`config.mk`:
```
export PLATFORM = sky130hd
export DESIGN_NAME = hdlc_rx_addr_filter
export DESIGN_NICKNAME = d
export VERILOG_FILES = /design/src/rtl/hrf_pkg.sv /design/src/rtl/hrf_cfg_regs.sv /design/src/rtl/hrf_addr_match.sv /design/src/rtl/hrf_frame_fsm.sv /design/src/rtl/hdlc_rx_addr_filter.sv
export SDC_FILE = /design/constraint.sdc
export NUM_CORES = 1
export LEC_CHECK = 0
export ABC_AREA = 0
export BUFFER_PORTS_ARGS = -buffer_cell sky130_fd_sc_hd__buf_2
export CELL_PAD_IN_SITES_DETAIL_PLACEMENT = 0
export CELL_PAD_IN_SITES_GLOBAL_PLACEMENT = 1
export CORE_MARGIN = 2
export CORE_UTILIZATION = 43
export CTS_BUF_LIST = sky130_fd_sc_hd__clkbuf_16
export DETAILED_ROUTE_END_ITERATION = 6
export GPL_TIMING_DRIVEN = 0
export PLACE_DENSITY_LB_ADDON = 0.3
export SLEW_MARGIN = 30
export SYNTH_ARGS = -nofsm -noshare
export SYNTH_HDL_FRONTEND = slang
export SYNTH_SLANG_ARGS = --single-unit
```
`constraint.sdc`:
```
create_clock -name clk -period 4 [get_ports clk]
set_input_delay 0.2 -clock clk [delete_from_list [all_inputs] [get_ports clk]]
set_output_delay 0.2 -clock clk [all_outputs]
set_load 0.03 [all_outputs]
```
`src/rtl/hrf_pkg.sv`:
```
package hrf_pkg;

    typedef enum logic [1:0] {
        ST_IDLE = 2'd0,
        ST_WAIT = 2'd1,
        ST_PASS = 2'd2,
        ST_DROP = 2'd3
    } frm_st_t;

    typedef struct packed {
        logic trn;
        logic six_sel;
        logic det_en;
        logic rx_en;
    } ctl_t;

    localparam int CTL_BIT_EN  = 0;
    localparam int CTL_BIT_DET = 1;
    localparam int CTL_BIT_SIX = 2;
    localparam int CTL_BIT_TRN = 3;

endpackage

```
`src/rtl/hrf_cfg_regs.sv`:
```
module hrf_cfg_regs
    import hrf_pkg::*;
#(
    parameter int DATA_W = 8
) (
    input  logic              clk,
    input  logic              rst_n,
    input  logic              wr_en,
    input  logic              wr_sel,
    input  logic [DATA_W-1:0] wr_data,
    output ctl_t              ctl,
    output logic [DATA_W-1:0] own_addr
);

    typedef struct packed {
        ctl_t              ctl;
        logic [DATA_W-1:0] addr;
    } regs_t;

    regs_t regs_d, regs_q;

    always_comb begin
        regs_d = regs_q;
        if (wr_en) begin
            if (wr_sel) begin
                regs_d.addr = wr_data;
            end else begin
                regs_d.ctl.rx_en   = wr_data[CTL_BIT_EN];
                regs_d.ctl.det_en  = wr_data[CTL_BIT_DET];
                regs_d.ctl.six_sel = wr_data[CTL_BIT_SIX];
                regs_d.ctl.trn     = wr_data[CTL_BIT_TRN];
            end
        end
    end

    always_ff @(posedge clk) begin
        if (!rst_n) begin
            regs_q <= '0;
        end else begin
            regs_q <= regs_d;
        end
    end

    assign ctl      = regs_q.ctl;
    assign own_addr = regs_q.addr;

    // an address write leaves control untouched and vice versa
    assert_addr_write_keeps_ctl_R10: assert property (@(posedge clk) disable iff (!rst_n)
        (wr_en && wr_sel) |=> $stable(ctl));

endmodule

```
`src/rtl/hrf_addr_match.sv`:
```
module hrf_addr_match #(
    parameter int DATA_W  = 8,
    parameter int LONG_W  = 7,
    parameter int SHORT_W = 6
) (
    input  logic [DATA_W-1:0] rx_addr,
    input  logic [DATA_W-1:0] own_addr,
    input  logic              det_en,
    input  logic              six_sel,
    output logic              hit
);

    localparam logic [DATA_W-1:0] LONG_MASK  = {{LONG_W{1'b1}},  {(DATA_W-LONG_W){1'b0}}};
    localparam logic [DATA_W-1:0] SHORT_MASK = {{SHORT_W{1'b1}}, {(DATA_W-SHORT_W){1'b0}}};

    logic [DATA_W-1:0] diff_long, diff_short;
    logic [DATA_W-1:0] ones_long, ones_short;

    for (genvar i = 0; i < DATA_W; i++) begin : g_bit
        assign diff_long[i]  = (rx_addr[i] ^ own_addr[i]) & LONG_MASK[i];
        assign diff_short[i] = (rx_addr[i] ^ own_addr[i]) & SHORT_MASK[i];
        assign ones_long[i]  = rx_addr[i] | ~LONG_MASK[i];
        assign ones_short[i] = rx_addr[i] | ~SHORT_MASK[i];
    end

    logic long_hit, short_hit;

    always_comb begin
        long_hit  = (diff_long == '0)  || (&ones_long);
        short_hit = (diff_short == '0) || (&ones_short);
        if (!det_en) begin
            hit = 1'b1;
        end else if (six_sel) begin
            hit = short_hit;
        end else begin
            hit = long_hit;
        end
    end

    // with detection off the select and the byte do not matter
    always_comb begin
        if (det_en == 1'b0) begin
            assert_no_filter_when_off_R1: assert (hit);
        end
    end

    // a seven-bit all-call is always a hit in seven-bit mode
    always_comb begin
        if (det_en && !six_sel && (&rx_addr[DATA_W-1 -: LONG_W])) begin
            assert_allcall_long_R3: assert (hit);
        end
    end

endmodule

```
`src/rtl/hrf_frame_fsm.sv`:
```
module hrf_frame_fsm
    import hrf_pkg::*;
#(
    parameter int DATA_W  = 8,
    parameter int LONG_W  = 7,
    parameter int SHORT_W = 6
) (
    input  logic              clk,
    input  logic              rst_n,
    input  ctl_t              ctl,
    input  logic [DATA_W-1:0] own_addr,
    input  logic [DATA_W-1:0] in_byte,
    input  logic              in_byte_vld,
    input  logic              in_sof,
    input  logic              in_eof,
    input  logic              in_abort,
    output logic [DATA_W-1:0] out_byte,
    output logic              out_byte_vld,
    output logic              out_eof,
    output logic              out_abort,
    output logic              frm_accept
);

    typedef struct packed {
        frm_st_t           st;
        logic [DATA_W-1:0] cap_addr;
        logic              cap_det;
        logic              cap_six;
        logic [DATA_W-1:0] obyte;
        logic              ovld;
        logic              oeof;
        logic              oabort;
    } fsm_t;

    fsm_t s_d, s_q;
    logic addr_hit;

    hrf_addr_match #(
        .DATA_W (DATA_W),
        .LONG_W (LONG_W),
        .SHORT_W(SHORT_W)
    ) match_i (
        .rx_addr (in_byte),
        .own_addr(s_q.cap_addr),
        .det_en  (s_q.cap_det),
        .six_sel (s_q.cap_six),
        .hit     (addr_hit)
    );

    always_comb begin
        s_d        = s_q;
        s_d.ovld   = 1'b0;
        s_d.oeof   = 1'b0;
        s_d.oabort = 1'b0;
        if (ctl.trn) begin
            s_d.st = ST_IDLE;
            if (ctl.rx_en && in_byte_vld) begin
                s_d.ovld  = 1'b1;
                s_d.obyte = in_byte;
            end
        end else if (in_abort) begin
            s_d.oabort = (s_q.st == ST_PASS);
            s_d.st     = ST_IDLE;
        end else if (in_eof) begin
            s_d.oeof = (s_q.st == ST_PASS);
            s_d.st   = ST_IDLE;
        end else if (in_sof) begin
            if (ctl.rx_en) begin
                s_d.st       = ST_WAIT;
                s_d.cap_addr = own_addr;
                s_d.cap_det  = ctl.det_en;
                s_d.cap_six  = ctl.six_sel;
            end else begin
                s_d.st = ST_IDLE;
            end
        end else if (in_byte_vld) begin
            unique case (s_q.st)
                ST_WAIT: begin
                    if (addr_hit) begin
                        s_d.st    = ST_PASS;
                        s_d.ovld  = 1'b1;
                        s_d.obyte = in_byte;
                    end else begin
                        s_d.st = ST_DROP;
                    end
                end
                ST_PASS: begin
                    s_d.ovld  = 1'b1;
                    s_d.obyte = in_byte;
                end
                default: ;
            endcase
        end
    end

    always_ff @(posedge clk) begin
        if (!rst_n) begin
            s_q <= '0;
        end else begin
            s_q <= s_d;
        end
    end

    assign out_byte     = s_q.obyte;
    assign out_byte_vld = s_q.ovld;
    assign out_eof      = s_q.oeof;
    assign out_abort    = s_q.oabort;
    assign frm_accept   = (s_q.st == ST_PASS);

    // a frame closed while waiting for its address byte leaves no trace
    assert_early_end_silent_R9: assert property (@(posedge clk) disable iff (!rst_n)
        (s_q.st == ST_WAIT && !ctl.trn && (in_eof || in_abort))
        |=> (!frm_accept && !out_eof && !out_abort && !out_byte_vld));

    // a dropped frame stays dropped until a flag or abort
    assert_drop_holds_R6: assert property (@(posedge clk) disable iff (!rst_n)
        (s_q.st == ST_DROP && !ctl.trn && !in_eof && !in_abort && !in_sof)
        |=> (!out_byte_vld && !frm_accept));

    // an accepted frame keeps passing bytes whatever receive enable says
    assert_pass_continues_R7: assert property (@(posedge clk) disable iff (!rst_n)
        (frm_accept && !ctl.trn && in_byte_vld && !in_eof && !in_abort && !in_sof)
        |=> (out_byte_vld && out_byte == $past(in_byte)));

endmodule

```
`src/rtl/hdlc_rx_addr_filter.sv`:
```
module hdlc_rx_addr_filter
    import hrf_pkg::*;
#(
    parameter int DATA_W  = 8,
    parameter int LONG_W  = 7,
    parameter int SHORT_W = 6
) (
    input  logic              clk,
    input  logic              rst_n,
    input  logic              cfg_we,
    input  logic              cfg_sel,
    input  logic [DATA_W-1:0] cfg_wdata,
    input  logic [DATA_W-1:0] in_byte,
    input  logic              in_byte_vld,
    input  logic              in_sof,
    input  logic              in_eof,
    input  logic              in_abort,
    output logic [DATA_W-1:0] out_byte,
    output logic              out_byte_vld,
    output logic              out_eof,
    output logic              out_abort,
    output logic              frm_accept
);

    ctl_t              ctl;
    logic [DATA_W-1:0] own_addr;

    hrf_cfg_regs #(
        .DATA_W(DATA_W)
    ) regs_i (
        .clk     (clk),
        .rst_n   (rst_n),
        .wr_en   (cfg_we),
        .wr_sel  (cfg_sel),
        .wr_data (cfg_wdata),
        .ctl     (ctl),
        .own_addr(own_addr)
    );

    hrf_frame_fsm #(
        .DATA_W (DATA_W),
        .LONG_W (LONG_W),
        .SHORT_W(SHORT_W)
    ) fsm_i (
        .clk         (clk),
        .rst_n       (rst_n),
        .ctl         (ctl),
        .own_addr    (own_addr),
        .in_byte     (in_byte),
        .in_byte_vld (in_byte_vld),
        .in_sof      (in_sof),
        .in_eof      (in_eof),
        .in_abort    (in_abort),
        .out_byte    (out_byte),
        .out_byte_vld(out_byte_vld),
        .out_eof     (out_eof),
        .out_abort   (out_abort),
        .frm_accept  (frm_accept)
    );

    // bytes leave only for an accepted frame or in transparent mode
    assert_no_leak_R6: assert property (@(posedge clk) disable iff (!rst_n)
        out_byte_vld |-> (frm_accept || $past(ctl.trn && ctl.rx_en)));

    // end and abort pulses close an accepted frame and last one cycle
    assert_eof_after_accept_R11: assert property (@(posedge clk) disable iff (!rst_n)
        out_eof |-> ($past(frm_accept) && !frm_accept));
    assert_abort_after_accept_R11: assert property (@(posedge clk) disable iff (!rst_n)
        out_abort |-> ($past(frm_accept) && !frm_accept));
    assert_single_pulse_R11: assert property (@(posedge clk) disable iff (!rst_n)
        $onehot0({out_eof, out_abort}));

    // transparent mode with enable cleared passes nothing
    assert_trn_stop_R8: assert property (@(posedge clk) disable iff (!rst_n)
        (ctl.trn && !ctl.rx_en && in_byte_vld) |=> !out_byte_vld);

endmodule

```
==> results of run 1 <==
==> state kept, by name (all words and copies together), names as in the netlist <==
signal	cells
fsm_i.out_abort	1
fsm_i.out_byte	8
fsm_i.out_byte_vld	1
fsm_i.out_eof	1
fsm_i.s_q	11
regs_i.ctl	4
regs_i.own_addr	7
==> cell usage in the layout (no fill, tap or decap), types with 2 or more instances in the layout <==
cell type   n
nor2_1      2
nor3b_1     2
nand3_1     7
a21oi_1     2
a21boi_0    7
xnor2_1     2
and3_1      2
inv_1       8
mux2i_1    13
buf_4       8
nor2b_1    15
nor3_1      2
buf_2      33
dfxtp_1    33
clkbuf_16   5
ha_1        2
nand2_1    14
clkbuf_1    6
xor2_1      5
a22o_1      7
==> logic make-up after synthesis <==
group | after synthesis | synth area share (%)
and+or+nand+nor | 51 | 18.9
DFF | 33 | 43.3
AOI/OAI and AO/OA | 26 | 16.6
buffers and inverters | 20 | 6.98
muxes | 13 | 8.54
xor gates and xnor gates | 7 | 4.02
adders and majority gates | 2 | 1.64
==> metrics by stage <==
| stage | setup slack [ps] | hold slack, ps | cells | area [um2] |
|---|---|---|---|---|
| 3_5_place_dp | 2000 | 399 | 230 | 1740 |
| 2_1_floorplan | 2120 | 273 | 152 | 1520 |
| 3_3_place_gp | 2060 | 391 | 230 | 1740 |
| 5_1_grt | 1830 | 110 | 238 | 1880 |
| 4_1_cts | 1990 | 110 | 238 | 1880 |
| 6_report | 2020 | 119 | 238 | 1880 |
==> per-layer routing <==
metal  wire, um  part of all wire, %
met1       1420                   47
met5          0                    0
met3        228                  7.6
met4         46                  1.5
met2       1300                   43
==> where the power goes <==
part | internal (mW) | switching [mW]
sequential | 0.335 | 0.00377
combinational | 0.0216 | 0.0261
clock | 0.223 | 0.131
==> Yosys cell counts, types with 2 or more instances <==
master / number / area, um2
a21boi_0: 7 / 52.6
buf_4: 8 / 60.1
clkbuf_1: 6 / 22.5
xor2_1: 5 / 43.8
a22o_1: 7 / 61.3
and3_1: 2 / 12.5
ha_1: 2 / 25.0
nor2_1: 2 / 7.51
nand2_1: 14 / 52.6
mux2i_1: 13 / 130
inv_1: 5 / 18.8
nor3_1: 2 / 10.0
xnor2_1: 2 / 17.5
nor2b_1: 15 / 93.8
a21oi_1: 2 / 10.0
nor3b_1: 2 / 15.0
dfxtp_1: 33 / 661
nand3_1: 7 / 35.0
==> area by class of cell <==
type	instances	area (um2)	share of cell area [%]
plain buffers	15	87.6	4.66
multi-input cells	99	757	40.3
repair buffers	32	160	8.53
well taps	46	57.6	3.06
flip-flops and latches	33	661	35.2
inverters	5	18.8	0.999
clock buffers	5	125	6.66
clock inverters	3	11.3	0.600
==> critical path, cell delays in order (launching register included) <==
cell and delay, ps:
dfxtp_1 330, xor2_1 180, nor4_2 310, a31oi_2 200, a311oi_2 440, nor3b_2 160, a22o_1 260
==> worst max-delay path by stage <==
stage | startpoint | slack (ps) | depth (start not counted) | end
after global placement | in_byte[4] | 2060 | 7 | fsm_i.out_byte[5]
after global routing | fsm_i.s_q[21] | 1830 | 6 | fsm_i.out_byte[7]
final | fsm_i.s_q[16] | 2020 | 6 | fsm_i.out_byte[7]
after floorplan | fsm_i.s_q[21] | 2120 | 6 | fsm_i.out_byte[1]
after CTS | fsm_i.s_q[16] | 1990 | 6 | fsm_i.out_byte[7]
after detailed placement | in_byte[4] | 2000 | 7 | fsm_i.out_byte[7]
==> summary.md, run 1 <==
| Metric | Value |
|---|---|
| Pins Over Slew Limit | 0 |
| Setup TNS | 0 ps |
| Worst r2r src | fsm_i.s_q[16] |
| Avg Synthesized Cell Area | roughly 10 um2 |
| Total chip power | 0.741 mW |
| Setup Crit Path Kind | reg2reg |
| Largest net degree at the start of global routing | 11 |
| Iter 0 DRT Violations | 49 |
| IO buf count | 32 |
| DRC Markers | 0 |
| Post-DP HPWL | 2270 um |
| Clk_lat worst skew | around 280 ps |
| Reg2reg end | fsm_i.out_byte[7] |
| Vias | 1157 |
| GRT Util Overall | between 15 and 20% |
| Status | completed |
| Power density cells | slightly below 400 nW/um2 |
| NumNets Final | between 200 and 250 |
| Total die area | about 4000 um2 |
| Layout Utilization | 55.8% |
| Wire length per cell | 12.6 um |
| Hold Buf Count CTS | 0 |
| Hold Path End | fsm_i.out_eof |
| Total congestion overflow | 0 |
| H-Tree Level Count | 2 |
| RePlAce Congestion | 0.755 |
| N_diodes | 0 |
| Vias per inst | slightly below 5 |
| Seq cells post-synth | 33 |
| # Max-Cap Violations | 0 |
| Clock Skew | a little over 4 ps |
| Number of post-CTS setup repair buffers | 0 |
| Initial Util | a little under half |
| Fill cells | 338 |
| Antenna-violating nets left | 0 |
| Vias in the first global route | 1112 |
| Final period util | 49.6% |
| Worst Reg-to-Reg Cells | 6 |
| Hold Startpoint | in_abort |
| Initial antenna violation count | 0 |
| Max transition margin | 68.0% |
| Worst Setup End Kind | flop |
| Max Freq | between 500 and 600 MHz |
| VDD IR-drop max | ~0.25 mV |
| RSZ-0062 raised after global routing | no |
| Core Footprint | 3360 um2 |
| First-pass GRT wire length | ~5200 um |
| Met3 Resource Use GR | 7.32% |
| Hold Path Depth | 2 |
| Die Wd | approximately 64 um |
| R2R Setup Slk | 2020 ps |
| Critical Path AT | around 2200 ps |
| Top FF cell, synth | dfxtp_1 |
| Period minus WS final | between 1500 and 2000 ps |
| Cts repair resizes | 0 |
| Asr flop ratio synth | 0% |
| Die span in y | 63.5 um |
| Distinct cells, synth | 36 |
| Least-Margin Pin Slew | 478 ps |
| Final Hold Viols | 0 |
| Worst hold path type | in2reg |
| Post-synthesis net count | 178 |
| Post-synthesis sequential area ratio | between 40% and 50% |
| Routed WL | about 3000 um |
| Post-synth EDFFs | 0 |
| Worst-path fanout max | 8 |
| M2 GR Usage | approximately a quarter |
| LEAKAGE | 0.782 nW |
| DR pass1 iterations | 4 |
| Final setup vio count | 0 |
| Layout cell share with drive strength beyond 1 | 28.1% |
| Netlist Area Pre-Place | 1520 um2 |
| Root buf cell | clkbuf_16 |
| Number of I/O pins | 36 |
| Clock slew at reported path FFs | 50 ps |
| Clk sinks | 33 |
| FP Rows | 21 |
| Synthesis-to-layout area growth | 23.2% |
| Syn. warnings | 0 |
| Met1 GRT Util | between 20% and 30% |
| Grt peak-use layer | met2 |
| CTS tree | done |
| CP Data Required Time | 4170 ps |
| Worst-case clock buffer depth | 2 |
| Crit start category | flop |
| Mapped Cells | roughly 150 |
| Cts bufs inserted | 5 |
No activity file was read; power rests on OpenSTA's default activity.
==> inputs of run 2 (changes only) <==
--- a/config.mk
+++ b/config.mk
@@ -5,12 +5,12 @@
 export SDC_FILE = /design/constraint.sdc
 export NUM_CORES = 1
 export LEC_CHECK = 0
-export ABC_AREA = 0
+export ABC_AREA = 1
 export BUFFER_PORTS_ARGS = -buffer_cell sky130_fd_sc_hd__buf_2
 export CELL_PAD_IN_SITES_DETAIL_PLACEMENT = 0
 export CELL_PAD_IN_SITES_GLOBAL_PLACEMENT = 1
 export CORE_MARGIN = 2
-export CORE_UTILIZATION = 43
+export CORE_UTILIZATION = 34
 export CTS_BUF_LIST = sky130_fd_sc_hd__clkbuf_16
 export DETAILED_ROUTE_END_ITERATION = 6
 export GPL_TIMING_DRIVEN = 0
==> constraint.sdc (replaced) <==
create_clock -name clk -period 1.81 [get_ports clk]
set_input_delay 0.0905 -clock clk [delete_from_list [all_inputs] [get_ports clk]]
set_output_delay 0.0905 -clock clk [all_outputs]
set_load 0.03 [all_outputs]
==> summary.md, run 2 <==
| Metric | Value |
|---|---|
| Initial antenna violation count | 0 |
| Least-Margin Pin Slew | between 400 and 500 ps |
| NumNets Final | 297 |
| Routed WL | 3160 um |
| Avg Synthesized Cell Area | 7.00 um2 |
| Setup Crit Path Kind | reg2reg |
| Yosys top cell area share | 41.2% |
| Crit-path max cell delay | 310 ps |
| Root buf cell | clkbuf_16 |
| Critical path's slowest cell | dfxtp_1 |
| Crit path cell chain | inv_1, ha_1, nor3_1, a21oi_1, nand4_4, clkinv_2, a21oi_2 |
| Asr flop ratio synth | 0% |
| Largest net degree at the start of global routing | 11 |
| Die span in y | between 70 and 80 um |
| CTS tree | done |
| Cts bufs inserted | 5 |
| Largest register FFs | 11 |
| Final setup vio count | 0 |
| Cts repair resizes | 0 |
| DR pass1 iterations | 4 |
| Top FF cell, synth | dfxtp_1 |
| VDD IR-drop max | 0.434 mV |
| Worst Setup End Kind | flop |
| RSZ-0062 raised after global routing | no |
| WP buf/inv | 2 |
| DRC Markers | 0 |
| # Max-Cap Violations | 0 |
| Number of post-CTS setup repair buffers | 0 |
| Max transition margin | 69.2% |
| Fin Hold WS | 41.3 ps |
| First-pass GRT wire length | 5380 um |
| CP Data Required Time | approximately 2000 ps |
| Top cells by count, synth | nand2_1 (55), inv_1 (34), dfxtp_1 (33), nor2_1 (29), o21ai_0 (21) |
| RePlAce Congestion | 0.796 |
| Vias in the first global route | 1262 |
| Clk sinks | 33 |
| Syn. warnings | 0 |
| Total die area | ~5300 um2 |
| Vias | between 1000 and 1500 |
| Clk_lat worst skew | 270 ps |
| Antenna-violating nets left | 0 |
| LEAKAGE | 0.926 nW |
| Mapped Cells | about 230 |
| Pins Over Slew Limit | 0 |
| Critical Path AT | 1690 ps |
| Commonest non-fill, non-tap cell in the layout | nand2_1 |
| CP delay by family, top | flip-flops |
| Post-synthesis sequential area ratio | 41.2% |
| Post-synthesis net count | approximately 260 |
| Final period util | 84.6% |
| Final Hold Viols | 0 |
| Worst hold path type | in2reg |
| Post-DP HPWL | 2470 um |
| H-Tree Level Count | 2 |
| Vias per inst | 4.39 |
| Initial Util | a little over a third |
| Seq cells post-synth | 33 |
| FP Rows | 24 |
| Worst-case clock buffer depth | 2 |
| Die Wd | just over 70 um |
| Number of I/O pins | 36 |
| Clock Skew | 4.34 ps |
| Cell with the most instances after synthesis | nand2_1 |
| Commonest non-fill, non-tap cells in the layout | nand2_1 (55), buf_2 (36), inv_1 (35) |
| Netlist Area Pre-Place | 1600 um2 |
| Total chip power | 1.69 mW |
| Largest Register | fsm_i.s_q |
| Setup TNS | 0 ps |
| GRT Util Overall | 13.4% |
| Hold Buf Count CTS | 0 |
| Clock slew at reported path FFs | about 50 ps |
| Crit start category | flop |
| Power density cells | 856 nW/um2 |
| Layout cell share with drive strength beyond 1 | 23.2% |
| Total congestion overflow | 0 |
| Synthesis-to-layout area growth | 23.2% |
| N_diodes | 0 |
| Leading area contributor after synthesis | dfxtp_1 |
| Distinct cells, synth | 24 |
| Worst-path fanout max | 9 |
| Core Footprint | 4440 um2 |
| Period minus WS final | 1530 ps |
| Ranking of synthesized cells by area | dfxtp_1 (41%), nand2_1 (13%), inv_1 (8.0%), nor2_1 (6.8%), o21ai_0 (6.6%) |
| Wire length per cell | ~9.8 um |
| Iter 0 DRT Violations | 64 |
| IO buf count | 35 |
| Post-synth EDFFs | 0 |
| Status | completed |
| Max Freq | 653 MHz |
==> run 2: cell families after synthesis <==
logic type / after synthesis / synth area share, %
DFF: 33 / 41.2
adders and majority gates: 2 / 1.56
buffers and inverters: 47 / 13.0
AOI/OAI and AO/OA: 45 / 16.2
and+or+nand+nor: 102 / 28.0
==> run 2: cell type report <==
| cell class | instances | area [um2] |
|---|---|---|
| clock inverter | 2 | 7.51 |
| buffer | 12 | 76.3 |
| fill | 472 | 2470 |
| timing repair buffer | 35 | 175 |
| multi-input combinational | 149 | 734 |
| tap | 52 | 65.1 |
| sequential | 33 | 661 |
| inverter | 35 | 133 |
| clock buffer | 5 | 125 |
==> run 2: worst paths after layout <==
path                      start           endpoint  slack [ps]  cells past startpoint
setup reg to reg  fsm_i.s_q[22]  fsm_i.out_byte[1]         280                      7
hold reg to reg   fsm_i.s_q[14]      fsm_i.s_q[14]         460                      2
setup / recovery  fsm_i.s_q[22]  fsm_i.out_byte[1]         280                      7
hold / removal     cfg_wdata[0]      regs_i.ctl[0]          40                      3
==> run 2: power breakdown <==
group	internal (mW)	switching [mW]
sequential	0.753	0.0138
clock	0.490	0.277
combinational	0.0622	0.0968
total	1.31	0.388
==> run 2: worst min-delay path: cells and delay by family <==
| kind | cells | cell delay, ps |
|---|---|---|
| simple gates | 2 | 110 |
| buf+inv | 1 | 80 |
==> run 2: routing by layer <==
metal | share of wire [%] | GRT usage, %
met4 | 2.7 | 8.02
met1 | 51 | 16.4
met2 | 41 | 20.2
met3 | 5.5 | 4.56
met5 | 0 | 0
==> run 2: per-stage QoR <==
step	setup WS [ps]	instance area [um2]	util, %	cells
after floorplan	262	1600	-	229
after global placement	289	1840	41.5	316
after detailed placement	280	1840	41.5	316
after CTS	274	1980	44.5	323
after global routing	112	1980	44.5	323
final	279	1980	44.5	323
==> inputs of run 3 (changes only) <==
--- a/config.mk
+++ b/config.mk
@@ -5,12 +5,12 @@
 export SDC_FILE = /design/constraint.sdc
 export NUM_CORES = 1
 export LEC_CHECK = 0
-export ABC_AREA = 1
+export ABC_AREA = 0
 export BUFFER_PORTS_ARGS = -buffer_cell sky130_fd_sc_hd__buf_2
 export CELL_PAD_IN_SITES_DETAIL_PLACEMENT = 0
 export CELL_PAD_IN_SITES_GLOBAL_PLACEMENT = 1
 export CORE_MARGIN = 2
-export CORE_UTILIZATION = 34
+export CORE_UTILIZATION = 36
 export CTS_BUF_LIST = sky130_fd_sc_hd__clkbuf_16
 export DETAILED_ROUTE_END_ITERATION = 6
 export GPL_TIMING_DRIVEN = 0
==> constraint.sdc (replaced) <==
create_clock -name clk -period 1.32 [get_ports clk]
set_input_delay 0.066 -clock clk [delete_from_list [all_inputs] [get_ports clk]]
set_output_delay 0.066 -clock clk [all_outputs]
set_load 0.03 [all_outputs]
==> summary.md, run 3 (synthesis results as in run 1) <==
| Metric | Value |
|---|---|
| Die Wd | 69.1 um |
| Least-Margin Pin Slew | 444 ps |
| Period minus WS final | between 1500 and 2000 ps |
| Pins Over Slew Limit | 0 |
| Iter 0 DRT Violations | 17 |
| Largest net degree at the start of global routing | 11 |
| Total congestion overflow | 0 |
| FP Rows | 23 |
| Worst-path fanout max | 7 |
| Clock Skew | between 3 and 4 ps |
| Antenna-violating nets left | 0 |
| Root buf cell | clkbuf_16 |
| Final Cell Area | 1990 um2 |
| DRC Markers | 0 |
| Commonest non-fill, non-tap cells in the layout | buf_2 (32), dfxtp_1 (28), nor2b_1 (15) |
| Clock slew at reported path FFs | 50 ps |
| Total die area | around 4800 um2 |
| Final setup vio count | 12 |
| Largest Register | fsm_i.s_q |
| CP Data Required Time | 1530 ps |
| Synthesis-to-layout area growth | 30.6% |
| Worst hold path type | in2reg |
| VDD IR-drop max | 0.649 mV |
| Post-Layout Cell Count | 245 |
| Critical Path AT | 2040 ps |
| Worst Setup End Kind | flop |
| Setup Crit Path Kind | reg2reg |
| LEAKAGE | roughly 0.8 nW |
| Layout cell share with drive strength beyond 1 | 35.4% |
| Initial Util | between 30% and 40% |
| Violated checks | setup timing |
| Vias in the first global route | roughly 1200 |
| Total chip power | roughly 2.3 mW |
| Max transition margin | roughly 70% |
| Number of I/O pins | 36 |
| Fin Hold WS | about 17 ps |
| Post-DP HPWL | 2430 um |
| Initial antenna violation count | 0 |
| Post-Place Worst Slack | -588 ps |
| Largest register FFs | 11 |
| Final Hold Viols | 0 |
| RePlAce Congestion | 0.706 |
| Worst r2r src | fsm_i.s_q[18] |
| Die span in y | 69.1 um |
| RSZ-0062 raised after global routing | yes |
| Reg2reg end | fsm_i.out_byte[4] |
| DR pass1 iterations | 4 |
| Wire length per cell | about 13 um |
| Crit path cell chain | xor2_1, nor4_2, a31oi_2, a2111oi_4, a31o_4, a22o_1 |
| Fill cells | 395 |
| Layout Utilization | 49.4% |
| Status | finished with violations |
| Placed cell areas | 1770 um2 |
| Hold Buf Count CTS | 0 |
| Core Footprint | 4030 um2 |
| Hold Startpoint | in_abort |
| Final period util | 139% |
| Setup TNS | -4720 ps |
| First-pass GRT wire length | 5520 um |
| Inst Count DP | around 230 |
| R2R Setup Slk | -510 ps |
| Vias per inst | slightly below 5 |
| Routed WL | 3140 um |
| Power density cells | 1130 nW/um2 |
| Worst Reg-to-Reg Cells | 6 |
| Crit-path max cell delay | ~390 ps |
| GRT Util Overall | 14.4% |
| IO buf count | 32 |
| N_diodes | 0 |
| CTS tree | done |
| Worst-case clock buffer depth | 2 |
| Clk_lat worst skew | 270 ps |
| Vias | 1195 |
| Crit start category | flop |
| Hold Path End | fsm_i.out_eof |
| Max Freq | 546 MHz |
| Worst setup margin | -511 ps |
| # Max-Cap Violations | 0 |
| NumNets Final | 220 |
| Cts bufs inserted | 5 |
| Commonest non-fill, non-tap cell in the layout | buf_2 |
| Clk sinks | 33 |
| Hold Path Depth | 2 |
| H-Tree Level Count | 2 |
| Critical path's slowest cell | a2111oi_4 |
[run 3: timing repair]
action,4_1_cts,5_1_grt
setup buffers,1,1
pin swaps,7,11
resized for setup,6,11
endpoints found under the setup margin,19,19
gates cloned,0,1
[run 3: how the worst max path moves through the flow]
stage | startpoint | to | slack, ps | cells after the start
floorplan | fsm_i.s_q[18] | fsm_i.out_byte[1] | -370 | 6
CTS | fsm_i.s_q[16] | fsm_i.out_byte[7] | -550 | 6
finish | fsm_i.s_q[18] | fsm_i.out_byte[4] | -510 | 6
global route | fsm_i.s_q[18] | fsm_i.out_byte[6] | -610 | 6
global placement | fsm_i.s_q[18] | fsm_i.out_byte[4] | -520 | 6
detailed placement | fsm_i.s_q[18] | fsm_i.out_byte[7] | -590 | 6
[run 3: layout make-up]
class | instances | area (um2) | share of cell area, %
flip-flops and latches | 33 | 669 | 33.6
multi-input cells | 99 | 822 | 41.3
well taps | 50 | 62.6 | 3.14
inverters | 5 | 18.8 | 0.943
plain buffers | 15 | 93.8 | 4.71
clock buffers | 5 | 125 | 6.29
clock inverters | 3 | 12.5 | 0.629
repair buffers | 35 | 186 | 9.37
[run 3: critical path: cells and delay by family, from the launching register on]
| family | cells | cell delay, ps |
|---|---|---|
| compound gates | 4 | 990 |
| simple gates | 1 | 320 |
| xor+xnor | 1 | 140 |
| flops | 1 | 320 |
[run 3: per-layer routing]
metal / vias to the layer above / wire (um) / global-route usage (%)
met5: - / 0 / 0
met3: 4 / 223 / 5.85
met1: 547 / 1450 / 18.6
met4: 0 / 45 / 5.23
li1: 607 / - / -
met2: 37 / 1420 / 21.5
[run 3: power by group]
group	internal [mW]	switching, mW	total (mW)
clock network	0.680	0.389	1.07
logic	0.0719	0.0870	0.159
registers	1.01	0.0128	1.03
total	1.77	0.489	2.26
